==> config.mk <==
export PLATFORM = sky130hd
export DESIGN_NAME = evq_top
export DESIGN_NICKNAME = d
export VERILOG_FILES = /design/src/rtl/evq_pkg.sv /design/src/rtl/evq_ram.sv /design/src/rtl/evq_prod.sv /design/src/rtl/evq_cons.sv /design/src/rtl/evq_top.sv
export SDC_FILE = /design/constraint.sdc
export NUM_CORES = 1
export LEC_CHECK = 0
export BUFFER_PORTS_ARGS = -buffer_cell sky130_fd_sc_hd__buf_4
export CAP_MARGIN = 20
export CORE_AREA = 10 10 236 238
export CTS_BUF_LIST = sky130_fd_sc_hd__clkbuf_4 sky130_fd_sc_hd__clkbuf_8
export DETAILED_ROUTE_END_ITERATION = 8
export DIE_AREA = 0 0 246 248
export PLACE_DENSITY = 0.76
export SLEW_MARGIN = 10
export SYNTH_ARGS = -nofsm -noshare
export SYNTH_HDL_FRONTEND = slang
export SYNTH_SLANG_ARGS = --single-unit
==> constraint.sdc <==
create_clock -name clk -period 5.5 [get_ports clk]
set_clock_uncertainty 0.05 [all_clocks]
set_input_delay 0.275 -clock clk [delete_from_list [all_inputs] [get_ports clk]]
set_output_delay 0.275 -clock clk [all_outputs]
set_load 0.02 [all_outputs]
==> src/rtl/evq_pkg.sv <==
package evq_pkg;
  localparam int EVW = 31;
  localparam logic [EVW-1:0] IPI_EVENT = 31'h0100_0000;

  typedef struct packed {
    logic           gen;
    logic [EVW-1:0] ev;
  } evq_entry_t;
endpackage

==> src/rtl/evq_ram.sv <==
module evq_ram
  import evq_pkg::*;
#(
  parameter int DEPTH = 16,
  localparam int AW = $clog2(DEPTH)
) (
  input  logic          clk,
  input  logic          rst_n,
  input  logic          wr_en,
  input  logic [AW-1:0] wr_idx,
  input  evq_entry_t    wr_data,
  input  logic [AW-1:0] rd_idx,
  output evq_entry_t    rd_data
);
  evq_entry_t slot_q [DEPTH];

  for (genvar g = 0; g < DEPTH; g++) begin : g_slot
    logic hit;
    assign hit = wr_en && (wr_idx == AW'(g));
    always_ff @(posedge clk or negedge rst_n) begin
      if (!rst_n) begin
        slot_q[g] <= '0;
      end else if (hit) begin
        slot_q[g] <= wr_data;
      end
    end
  end

  assign rd_data = slot_q[rd_idx];
endmodule

==> src/rtl/evq_prod.sv <==
module evq_prod
  import evq_pkg::*;
#(
  parameter int DEPTH = 16,
  localparam int AW = $clog2(DEPTH),
  localparam logic [AW-1:0] MASK = AW'(DEPTH-1)
) (
  input  logic           clk,
  input  logic           rst_n,
  input  logic           push_valid,
  input  logic [EVW-1:0] push_event,
  input  logic [AW-1:0]  cons_idx,
  output logic           full,
  output logic           wr_en,
  output logic [AW-1:0]  wr_idx,
  output evq_entry_t     wr_data,
  output logic [AW-1:0]  prod_idx
);
  logic [AW-1:0] idx_q, idx_d, idx_inc;
  logic          tog_q, tog_d;

  always_comb begin
    idx_inc = (idx_q + AW'(1)) & MASK;
    full    = (idx_inc == cons_idx);
    wr_en   = push_valid && !full;
    idx_d   = idx_q;
    tog_d   = tog_q;
    if (wr_en) begin
      idx_d = idx_inc;
      if (idx_inc == '0) tog_d = !tog_q;
    end
  end

  always_ff @(posedge clk or negedge rst_n) begin
    if (!rst_n) begin
      idx_q <= '0;
      tog_q <= 1'b0;
    end else begin
      idx_q <= idx_d;
      tog_q <= tog_d;
    end
  end

  assign wr_idx     = idx_q;
  assign wr_data.gen = !tog_q;
  assign wr_data.ev  = push_event;
  assign prod_idx   = idx_q;

  // a push while full leaves the producer untouched
  a_r5_drop_when_full: assert property (@(posedge clk) disable iff (!rst_n)
    (push_valid && full) |=> (idx_q == $past(idx_q)) && (tog_q == $past(tog_q)));

  // producer lap toggle inverts at its wrap
  a_r6_prod_wrap: assert property (@(posedge clk) disable iff (!rst_n)
    (wr_en && idx_q == MASK) |=> (tog_q != $past(tog_q)) && (idx_q == '0));
endmodule

==> src/rtl/evq_cons.sv <==
module evq_cons
  import evq_pkg::*;
#(
  parameter int DEPTH = 16,
  localparam int AW = $clog2(DEPTH),
  localparam logic [AW-1:0] MASK = AW'(DEPTH-1)
) (
  input  logic           clk,
  input  logic           rst_n,
  input  logic           pop_req,
  input  evq_entry_t     rd_data,
  output logic [AW-1:0]  cons_idx,
  output logic           pop_valid,
  output logic [EVW-1:0] pop_event,
  output logic           pop_ipi
);
  logic [AW-1:0] idx_q, idx_d, idx_inc;
  logic          tog_q, tog_d;
  logic          take;

  always_comb begin
    pop_valid = (rd_data.gen != tog_q);
    pop_event = pop_valid ? rd_data.ev : '0;
    pop_ipi   = pop_valid && (rd_data.ev == IPI_EVENT);
    take      = pop_req && pop_valid;
    idx_inc   = (idx_q + AW'(1)) & MASK;
    idx_d     = idx_q;
    tog_d     = tog_q;
    if (take) begin
      idx_d = idx_inc;
      if (idx_inc == '0) tog_d = !tog_q;
    end
  end

  always_ff @(posedge clk or negedge rst_n) begin
    if (!rst_n) begin
      idx_q <= '0;
      tog_q <= 1'b0;
    end else begin
      idx_q <= idx_d;
      tog_q <= tog_d;
    end
  end

  assign cons_idx = idx_q;

  // a pop of an empty slot does not advance
  a_r3_empty_hold: assert property (@(posedge clk) disable iff (!rst_n)
    (pop_req && !pop_valid) |=> (idx_q == $past(idx_q)) && (tog_q == $past(tog_q)));

  // consumer lap toggle inverts at its wrap
  a_r6_cons_wrap: assert property (@(posedge clk) disable iff (!rst_n)
    (take && idx_q == MASK) |=> (tog_q != $past(tog_q)) && (idx_q == '0));

  // the interrupt flag only accompanies a valid record
  a_r7_ipi_valid: assert property (@(posedge clk) disable iff (!rst_n)
    pop_ipi |-> (pop_valid && pop_event == IPI_EVENT));
endmodule

==> src/rtl/evq_top.sv <==
module evq_top
  import evq_pkg::*;
#(
  parameter int DEPTH = 16,
  localparam int AW = $clog2(DEPTH)
) (
  input  logic           clk,
  input  logic           rst_n,
  input  logic           push_valid,
  input  logic [30:0]    push_event,
  output logic           full,
  input  logic           pop_req,
  output logic           pop_valid,
  output logic [30:0]    pop_event,
  output logic           pop_ipi
);
  logic          wr_en;
  logic [AW-1:0] wr_idx, prod_idx, cons_idx;
  evq_entry_t    wr_data, rd_data;

  evq_prod #(.DEPTH(DEPTH)) u_prod (
    .clk(clk), .rst_n(rst_n), .push_valid(push_valid), .push_event(push_event),
    .cons_idx(cons_idx), .full(full), .wr_en(wr_en), .wr_idx(wr_idx),
    .wr_data(wr_data), .prod_idx(prod_idx)
  );

  evq_ram #(.DEPTH(DEPTH)) u_ram (
    .clk(clk), .rst_n(rst_n), .wr_en(wr_en), .wr_idx(wr_idx),
    .wr_data(wr_data), .rd_idx(cons_idx), .rd_data(rd_data)
  );

  evq_cons #(.DEPTH(DEPTH)) u_cons (
    .clk(clk), .rst_n(rst_n), .pop_req(pop_req), .rd_data(rd_data),
    .cons_idx(cons_idx), .pop_valid(pop_valid), .pop_event(pop_event),
    .pop_ipi(pop_ipi)
  );

  // full matches a distance of DEPTH-1 between producer and consumer
  a_r5_full_distance: assert property (@(posedge clk) disable iff (!rst_n)
    full == (AW'(prod_idx - cons_idx) == AW'(DEPTH-1)));

  // a valid slot means events are pending
  a_r4_valid_pending: assert property (@(posedge clk) disable iff (!rst_n)
    pop_valid |-> (prod_idx != cons_idx));
endmodule

Yosys cells after proc, flatten, opt, wreduce, memory -nomap -nowiden. Index checks and enable logic that the tools add are counted.

Add/sub/neg operators: 2. Magnitude comparators: 1. Eq/ne operators: 18. Multiplexer cells: 4. Bitwise gates (word level): 1. Reduce and logical (&&, ||, !) cells: 27.

Operators with widths (number): $bmux 32 s4 (1); $mux 32 (2); $eq 4x4->1 const B (8); $eq 31x25->1 const B (1); $mux 31 (1); $logic_and 1x1->1 (19); $eq 4x3->1 const B (4); $logic_not 4->1 (3); $add 4x1->4 const B (2); $eq 4x2->1 const B (2); $ge 5x5->1 const B (1); $not 4->5 (1); $eq 4x1->1 const B (1); $eq 4x4->1 (1); $reduce_and 2->1 (2); $logic_not 1->1 (3); $ne 1x1->1 (1).

Register bits after elaboration: 522. Input port bits: 35. Output and inout port bits: 34. Logic and storage cells: 89.

Longest topological paths before layout. Gate-level depths: netlist of run 1.

Word-level depth: 7. Mapped depth: 10. Mapped depth without buffers: 8.

Hierarchy. A second synthesis of run 1 with hierarchy kept.

Cells, all modules: 1545. Area total of the unflattened synthesis: 23963.0 um2.

Modules (own cells, without submodules): evq_ram (times used 1, cells each 1405, area each 22770.6 um2, sequential area each 12812.3 um2); evq_prod (times used 1, cells each 73, area each 656.9 um2, sequential area each 125.1 um2); evq_cons (times used 1, cells each 67, area each 535.5 um2, sequential area each 125.1 um2).

Worst setup path after synthesis of run 1. No wires, ideal clock.

Kind: register -> output. Start: register u_cons.idx_q[0], in the netlist u_cons.cons_idx[0]. End: output pop_ipi. Data arrival time: 2.729 ns. Required time: 5.175 ns. Setup slack: 2.446 ns. Cell stages (with the launch flop): 7. Buffers on the path: 1. Cell sequence: dfrtp_1 > buf_2 > mux4_2 > mux4_2 > xnor2_1 > a211oi_1 > and4_1.

Longest elaborated chain between the ends: 6. Elaborated cells between the ends (all ways): 7. Classes of those cells: eq/ne (2); mux (3); bitwise (1); reduce/logical (1).

RTL lines: start, declared (RTL line evq_cons.sv:17) `logic [AW-1:0] idx_q, idx_d, idx_inc;`; start signal, assigned (RTL line evq_cons.sv:40) `idx_q <= idx_d;`; $not 4->5 (implied by the code) (*) (RTL line evq_ram.sv:29) `assign rd_data = slot_q[rd_idx];`; $bmux 32 s4 (*) (RTL line evq_ram.sv:29); $mux 32 (implied by the code) (*) (2 in series) (RTL line evq_ram.sv:29); $eq 31x25->1 or $ne 1x1->1 (tied branches) (RTL line evq_cons.sv:24, evq_cons.sv:22); $logic_and 1x1->1 (*) (RTL line evq_cons.sv:24) `pop_ipi = pop_valid && (rd_data.ev == IPI_EVENT);`; end, declared (RTL line evq_top.sv:15) `output logic pop_ipi`.

Mark *: on every way between the ends. The rest lies on a longest branch, timed or not. The select of a mux whose other input is x is not followed.

Worst setup path after layout of run 1. Same ends and word-level chain as after synthesis.

==> parameters.txt, run 1 <==
Parameter                              Value

STA
  Worst hold margin    around 0.24 ns
  Final Critical Period    4.82 ns
  Slew at the pin closest to its max-slew limit    between 0.9 and 1 ns
  Portion of the clock cycle consumed by the worst path in the final layout    87.6%
  Final count of pins violating max slew    0
  Setup repair after global routing missed its margin    no
  Max-slew headroom at the worst pin    between 30% and 40%
  Maximum clock frequency    208 MHz
  Hold Vio Cnt, Final    0
  Aggregate negative setup slack    0 ns
  Final count of negative-setup-slack endpoints    0

Logic synthesis
  Sequential area share after synthesis    ~52%
  Synth Cell Area    roughly 0.025 mm^2
  Average size of a mapped cell    16.9 um^2
  Nets in the synthesized netlist    1539
  YS warnings    0
  Count of different cell masters after synthesis    37
  Cell count after synthesis    around 1.5k
  Synthesized flop and latch total    522

Clocking
  Hold bufs inserted after CTS    33
  Clock tree from TritonCTS    yes
  Inserted Clock Buffers    85
  Clock latency reported for the late side of the worst-skew pair    0.65 ns
  Maximum root-to-sink buffer count    3
  Number of sinks on the clock net    about 520
  Clock transition at the register clock pins on the worst setup and hold paths after CTS    ~0.06 ns
  Clock Tree Root    clkbuf_8
  Setup bufs post-CTS    0
  Number of H-tree levels    3
  Number of gates resized after cts    0

Global routing
  Total GRT Usage    just under 20%
  Number of global-route vias before repair    approximately 15k
  Antenna violations before repair    2
  Maximum number of pins on one net before global-route repair    roughly 160
  First-pass GRT wire length    92800 um
  Residual overflow from global routing    0

Die
  Number of rows in the core area    a little over 80
  Die outline area    between 0.06 and 0.07 mm^2
  Starting density of the core    between 40 and 50%
  Top Ports    roughly 70
  Die height    roughly 250 um
  Core Area    around 0.05 mm^2
  Die W    246 um

Layout
  Final-stage net count    1619
  N_diodes    0
  Non-filler instance count after layout    2322
  Ratio of cells with drive above 1 in the final layout    between 50% and 60%
  P&R area growth vs syn    11.7%

Pwr
  Combinational cell fraction of total power    between 40% and 50%
  Proportion of power drawn by the clock network    19.2%
  Cell internal power dissipation    12.5 mW
  Sw Share    33.8%
  Net switching power figure    between 6 and 7 mW
  Highest ir drop seen on vdd    0.000308 V
  Power density over the cells    around 670 mW/mm^2
  Static leakage power    13.5 nW
  Sequential group share of total power    36.8%

Worst setup path
  WS Path Type    register to output port
  CP endpoint kind    output port
  Top fanout value on the critical path    50
  Critical Path Sink    pop_ipi
  R2r startpoint    u_cons.cons_idx[3]
  Internal reg-to-reg setup slack    around 1.9 ns
  Worst reg2reg path endpoint    u_ram.slot_q[237]
  Worst endpoint required time    between 5 and 6 ns
  Arrival time of data at the critical path endpoint    4.49 ns
  Critical path startpoint category    register
  Beginning of the critical path    u_cons.cons_idx[0]
  Cell count of the worst reg-to-reg path    5

Detailed routing
  Routed via count    between 10k and 15k
  Number of iterations in the first detailed-routing pass    5
  Routed length per placed instance    between 20 and 30 um
  First DRT Iteration DRCs    around 1.1k
  Remaining antenna violation count after routing    0
  Detail-routed via count per cell    5.89
  Post-route DRC violation count    0
  Drt total wl    59700 um

Hold path
  Worst min path class    primary input to asynchronous set/reset pin

Placed design
  Half-perimeter wire length after detailed placement    32400 um
  # port buffers    68
  # placed instances    roughly 2.1k
  Placer congestion estimate    roughly 0.77

Run
  Maximum capacitance violations    0

Run status
  Outcome    completed
-- metal layers --
metal | global-route usage [%] | routed length, um
met5 | 0 | 27
met1 | 26.3 | 26000
met3 | 3.98 | 3110
met4 | 7.64 | 1530
met2 | 31.9 | 29000
-- synthesized netlist by cell type --
cell type  number  area [um^2]
and2_1          1         6.26
clkinv_4        1         8.76
nor2_1         14         52.6
ha_1            7         87.6
o21ai_0        17         85.1
a221oi_1       12          105
nor2b_1         6         37.5
o31ai_1         1         7.51
a22oi_1        32          240
nor4_1          4         25.0
buf_6          48          541
nor3_4          1         16.3
mux2_2        181         2040
inv_1           6         22.5
nand2_1        37          139
buf_1           5         18.8
clkbuf_1       56          210
nor3_1          2         10.0
a22o_1         12          105
xor3_1          1         23.8
nand4_1         5         31.3
a2111oi_4       4          110
mux4_2        131         2950
xnor3_2         1         23.8
mux2_4        316         4740
buf_2          16         80.1
and4_1          2         17.5
buf_4           3         22.5
xor2_1          3         26.3
a211oi_1        2         15.0
a21oi_1        17         85.1
mux2_1          1         11.3
nand2_4        16          180
xnor2_1        10         87.6
mux2i_1         1         10.0
nand3_1         3         15.0
dfrtp_1       522        13100
-- power by group through the flow --
stage	registers [mW]	logic [mW]	clock network, mW
6_report	6.94	8.32	3.62
3_5_place_dp	6.92	8.33	0
5_1_grt	7.14	8.81	3.87
3_3_place_gp	6.83	8.15	0
2_1_floorplan	6.39	6.46	0
4_1_cts	6.90	8.39	3.69
-- worst max-delay path: stages, from the launching register on --
cell     delay (ns)
dfrtp_4        0.84
buf_12         0.45
mux4_2         0.55
a22oi_1        0.26
nand2_1        0.16
nor4_1         0.69
and4_1         0.35
and4_1         0.31
buf_4          0.18
-- metrics by stage --
stage | worst slack, ns | cell area, um^2 | power (mW) | utilization (%)
floorplan | 2.45 | 25300 | 12.8 | -
global placement | 1.28 | 26000 | 15.0 | 51.0
detailed placement | 1.27 | 26000 | 15.3 | 51.0
CTS | 0.553 | 28200 | 19.0 | 55.3
global route | 0.496 | 28200 | 19.8 | 55.3
finish | 0.684 | 28200 | 18.9 | 55.3
-- layout by cell type, fill, tap and decap left out, types with 9 or more instances in the layout --
cell	count
mux4_2	131
a22oi_1	32
dfrtp_1	520
o21ai_0	17
mux2_2	181
buf_4	81
nand2_1	37
nand2_4	16
dlygate4sd3_1	33
clkbuf_8	114
clkinv_2	9
clkbuf_4	27
a221oi_1	12
a21oi_1	17
mux2_4	316
xnor2_1	9
nor2_1	13
a22o_1	12
-- worst min-delay path by stage --
stage | end | cells past startpoint
after floorplan | u_cons.cons_idx[0] | 0
after global routing | u_prod.prod_idx[3] | 4
after CTS | u_prod.prod_idx[3] | 4
after detailed placement | u_ram.slot_q[427] | 1
final | u_ram.slot_q[427] | 2
after global placement | u_ram.slot_q[395] | 1
-- registers in the layout, indices dropped and copies added, names as in the netlist --
signal	count
u_cons.cons_idx	4
u_cons.tog_q	1
u_prod.prod_idx	4
u_prod.tog_q	1
u_ram.slot_q	512
-- kinds of logic after synthesis --
family                     share of synthesized area (%)
muxes                                               38.6
DFF                                                 51.7
buffers and inverters                               3.58
AOI/OAI and AO/OA                                   2.98
and+or+nand+nor                                     2.10
xor gates and xnor gates                           0.639
adders and majority gates                          0.347
-- layout make-up --
class	count	area (um^2)
Tap cell	680	851
Timing Repair Buffer	121	1070
Sequential cell	522	13100
Fill cell	3853	22800
Multi-Input combinational cell	840	11300
Inverter	7	31.3
Clock buffer	141	1770
Clock inverter	11	82.6
(Power assumes the default switching activity.)
==> inputs of run 2 (changes only) <==
--- a/config.mk
+++ b/config.mk
@@ -12,6 +12,7 @@
 export DETAILED_ROUTE_END_ITERATION = 8
 export DIE_AREA = 0 0 246 248
 export PLACE_DENSITY = 0.76
+export REMOVE_ABC_BUFFERS = 1
 export SLEW_MARGIN = 10
 export SYNTH_ARGS = -nofsm -noshare
 export SYNTH_HDL_FRONTEND = slang
==> parameters.txt, run 2 (synthesis gave the netlist of run 1 again) <==
Parameter                              Value

Run status
  Outcome    completed

Clocking
  Clock transition at the register clock pins on the worst setup and hold paths after CTS    0.06 ns (about the same)
  Clock tree from TritonCTS    yes
  Number of gates resized after cts    0 (unchanged)
  Clock Tree Root    clkbuf_8
  Clock latency reported for the late side of the worst-skew pair    0.65 ns (about the same)
  Number of sinks on the clock net    522 (unchanged)
  Maximum root-to-sink buffer count    3 (unchanged)
  Inserted Clock Buffers    84 (-1.2%)
  Number of H-tree levels    3 (unchanged)
  Setup bufs post-CTS    0 (unchanged)
  Hold bufs inserted after CTS    33 (unchanged)

Die
  Top Ports    69 (unchanged)
  Core Area    0.0510 mm^2 (unchanged)
  Die outline area    0.0610 mm^2 (unchanged)
  Starting density of the core    49.5% (unchanged)
  Die height    248 um (unchanged)
  Number of rows in the core area    83 (unchanged)
  Die W    246 um (unchanged)

STA
  Portion of the clock cycle consumed by the worst path in the final layout    84.5% (-3.1 points)
  Final Critical Period    4.65 ns (-0.171 ns)
  Setup repair after global routing missed its margin    no
  Aggregate negative setup slack    0 ns (unchanged)
  Hold Vio Cnt, Final    0 (unchanged)
  Worst hold margin    0.210 ns (-0.0250 ns)
  Final count of pins violating max slew    0 (unchanged)
  Final count of negative-setup-slack endpoints    0 (unchanged)
  Slew at the pin closest to its max-slew limit    1.05 ns (+0.0586 ns)
  Max-slew headroom at the worst pin    30.0% (-3.9 points)
  Maximum clock frequency    215 MHz (+3.7%)

Layout
  Largest register FFs    512 (unchanged)
  Final-stage net count    1621 (+0.12%)
  Leading cell types in the layout, fill and taps excluded    dfrtp_1, mux2_4, mux2_2, mux4_2, clkbuf_8
  Register with the most flip-flops    u_ram.slot_q
  Ratio of cells with drive above 1 in the final layout    54.6% (-0.055 points)
  Fillcell total    3889 (+0.93%)
  Most common cell after layout, fill and taps aside    dfrtp_1
  P&R area growth vs syn    11.4%
  Post-route cell area    0.0281 mm^2 (-0.27%)

Detailed routing
  Drt total wl    59600 um (-0.15%)
  First DRT Iteration DRCs    1139 (+0.26%)
  Routed via count    13.8k (+0.78%)
  Number of iterations in the first detailed-routing pass    5 (unchanged)
  Post-route DRC violation count    0 (unchanged)
  Routed length per placed instance    25.7 um (-0.11%)
  Remaining antenna violation count after routing    0 (unchanged)
  Detail-routed via count per cell    5.94 (+0.83%)

Worst setup path
  CP endpoint kind    output port
  Arrival time of data at the critical path endpoint    4.32 ns (-0.17 ns)
  WS Path Type    register to output port
  Cell count of the worst reg-to-reg path    6 (+1)
  Worst endpoint required time    5.18 ns (about the same)
  Critical path startpoint category    register
  Top fanout value on the critical path    32 (-36%)

Global routing
  Maximum number of pins on one net before global-route repair    137 (-12%)
  Antenna violations before repair    2 (unchanged)
  Residual overflow from global routing    0 (unchanged)
  Number of global-route vias before repair    15.1k (+0.62%)
  Total GRT Usage    19.9% (+0.068 points)
  First-pass GRT wire length    93500 um (+0.74%)

Hold path
  Hold path depth    4
  Worst min path class    primary input to register

Pwr
  Static leakage power    13.5 nW (-0.31%)
  Power density over the cells    667 mW/mm^2 (-0.41%)
  Post-layout power    18.8 mW (-0.68%)
  Highest ir drop seen on vdd    0.000335 V (+8.7%)

Placed design
  Half-perimeter wire length after detailed placement    32000 um (-1.2%)
  # port buffers    68 (unchanged)
  Placement Cell Area    0.0260 mm^2 (about the same)
  Placer congestion estimate    0.740 (-4.1%)

Run
  Maximum capacitance violations    0 (unchanged)
==> run 2: final cells by class <==
class / count / area, um^2 / share of cell area [%]
Timing Repair Buffer: 124 / 1100 / 3.90
Tap cell: 680 / 851 / 3.03
Clock buffer: 133 / 1630 / 5.80
Multi-Input combinational cell: 840 / 11300 / 40.2
Clock inverter: 14 / 124 / 0.440
Inverter: 7 / 31.3 / 0.111
Sequential cell: 522 / 13100 / 46.5
Antenna cell: 1 / 2.50 / 0.00890
==> run 2: stage by stage <==
stage	utilization, %	worst slack, ns	cells
finish	55.2	0.855	2321
global route	55.1	0.704	2320
CTS	55.1	0.833	2320
detailed placement	51.1	1.54	2140
global placement	51.1	1.58	2140
floorplan	-	-3.08	1369
==> run 2: worst paths after layout <==
kind                                          from            endpoint  slack [ns]
worst max-delay path            u_cons.cons_idx[0]             pop_ipi        0.85
worst min-delay path                    push_valid  u_prod.prod_idx[3]        0.21
worst max register to register  u_cons.cons_idx[0]   u_ram.slot_q[220]        1.73
worst min register to register    u_ram.slot_q[95]    u_ram.slot_q[95]        0.44
max in group asynchronous                    rst_n   u_ram.slot_q[386]        3.85
min in group asynchronous                    rst_n   u_ram.slot_q[507]        0.27
==> run 2: worst max-delay path: stages (launching register included) <==
cell	delay, ns
dfrtp_4	0.89
buf_4	0.46
mux4_2	0.56
a221oi_1	0.74
nand4_1	0.22
nor2_1	0.26
and4_1	0.35
buf_4	0.19
==> run 2: layer usage <==
| metal | track usage (%) | routed length (um) | up-vias |
|---|---|---|---|
| met1 | 27.2 | 26400 | 7547 |
| met3 | 4.25 | 3420 | 89 |
| met2 | 31.5 | 28500 | 396 |
| met5 | 0 | 13 | - |
| met4 | 6.23 | 1270 | 2 |
| li1 | - | - | 5750 |
==> run 2: report_power, final <==
part           internal (mW)  switching (mW)  leakage [nW]
sequential              5.72            1.26          6.45
clock                   1.93            1.55         0.937
combinational           4.71            3.58          6.10
total                   12.4            6.39          13.5
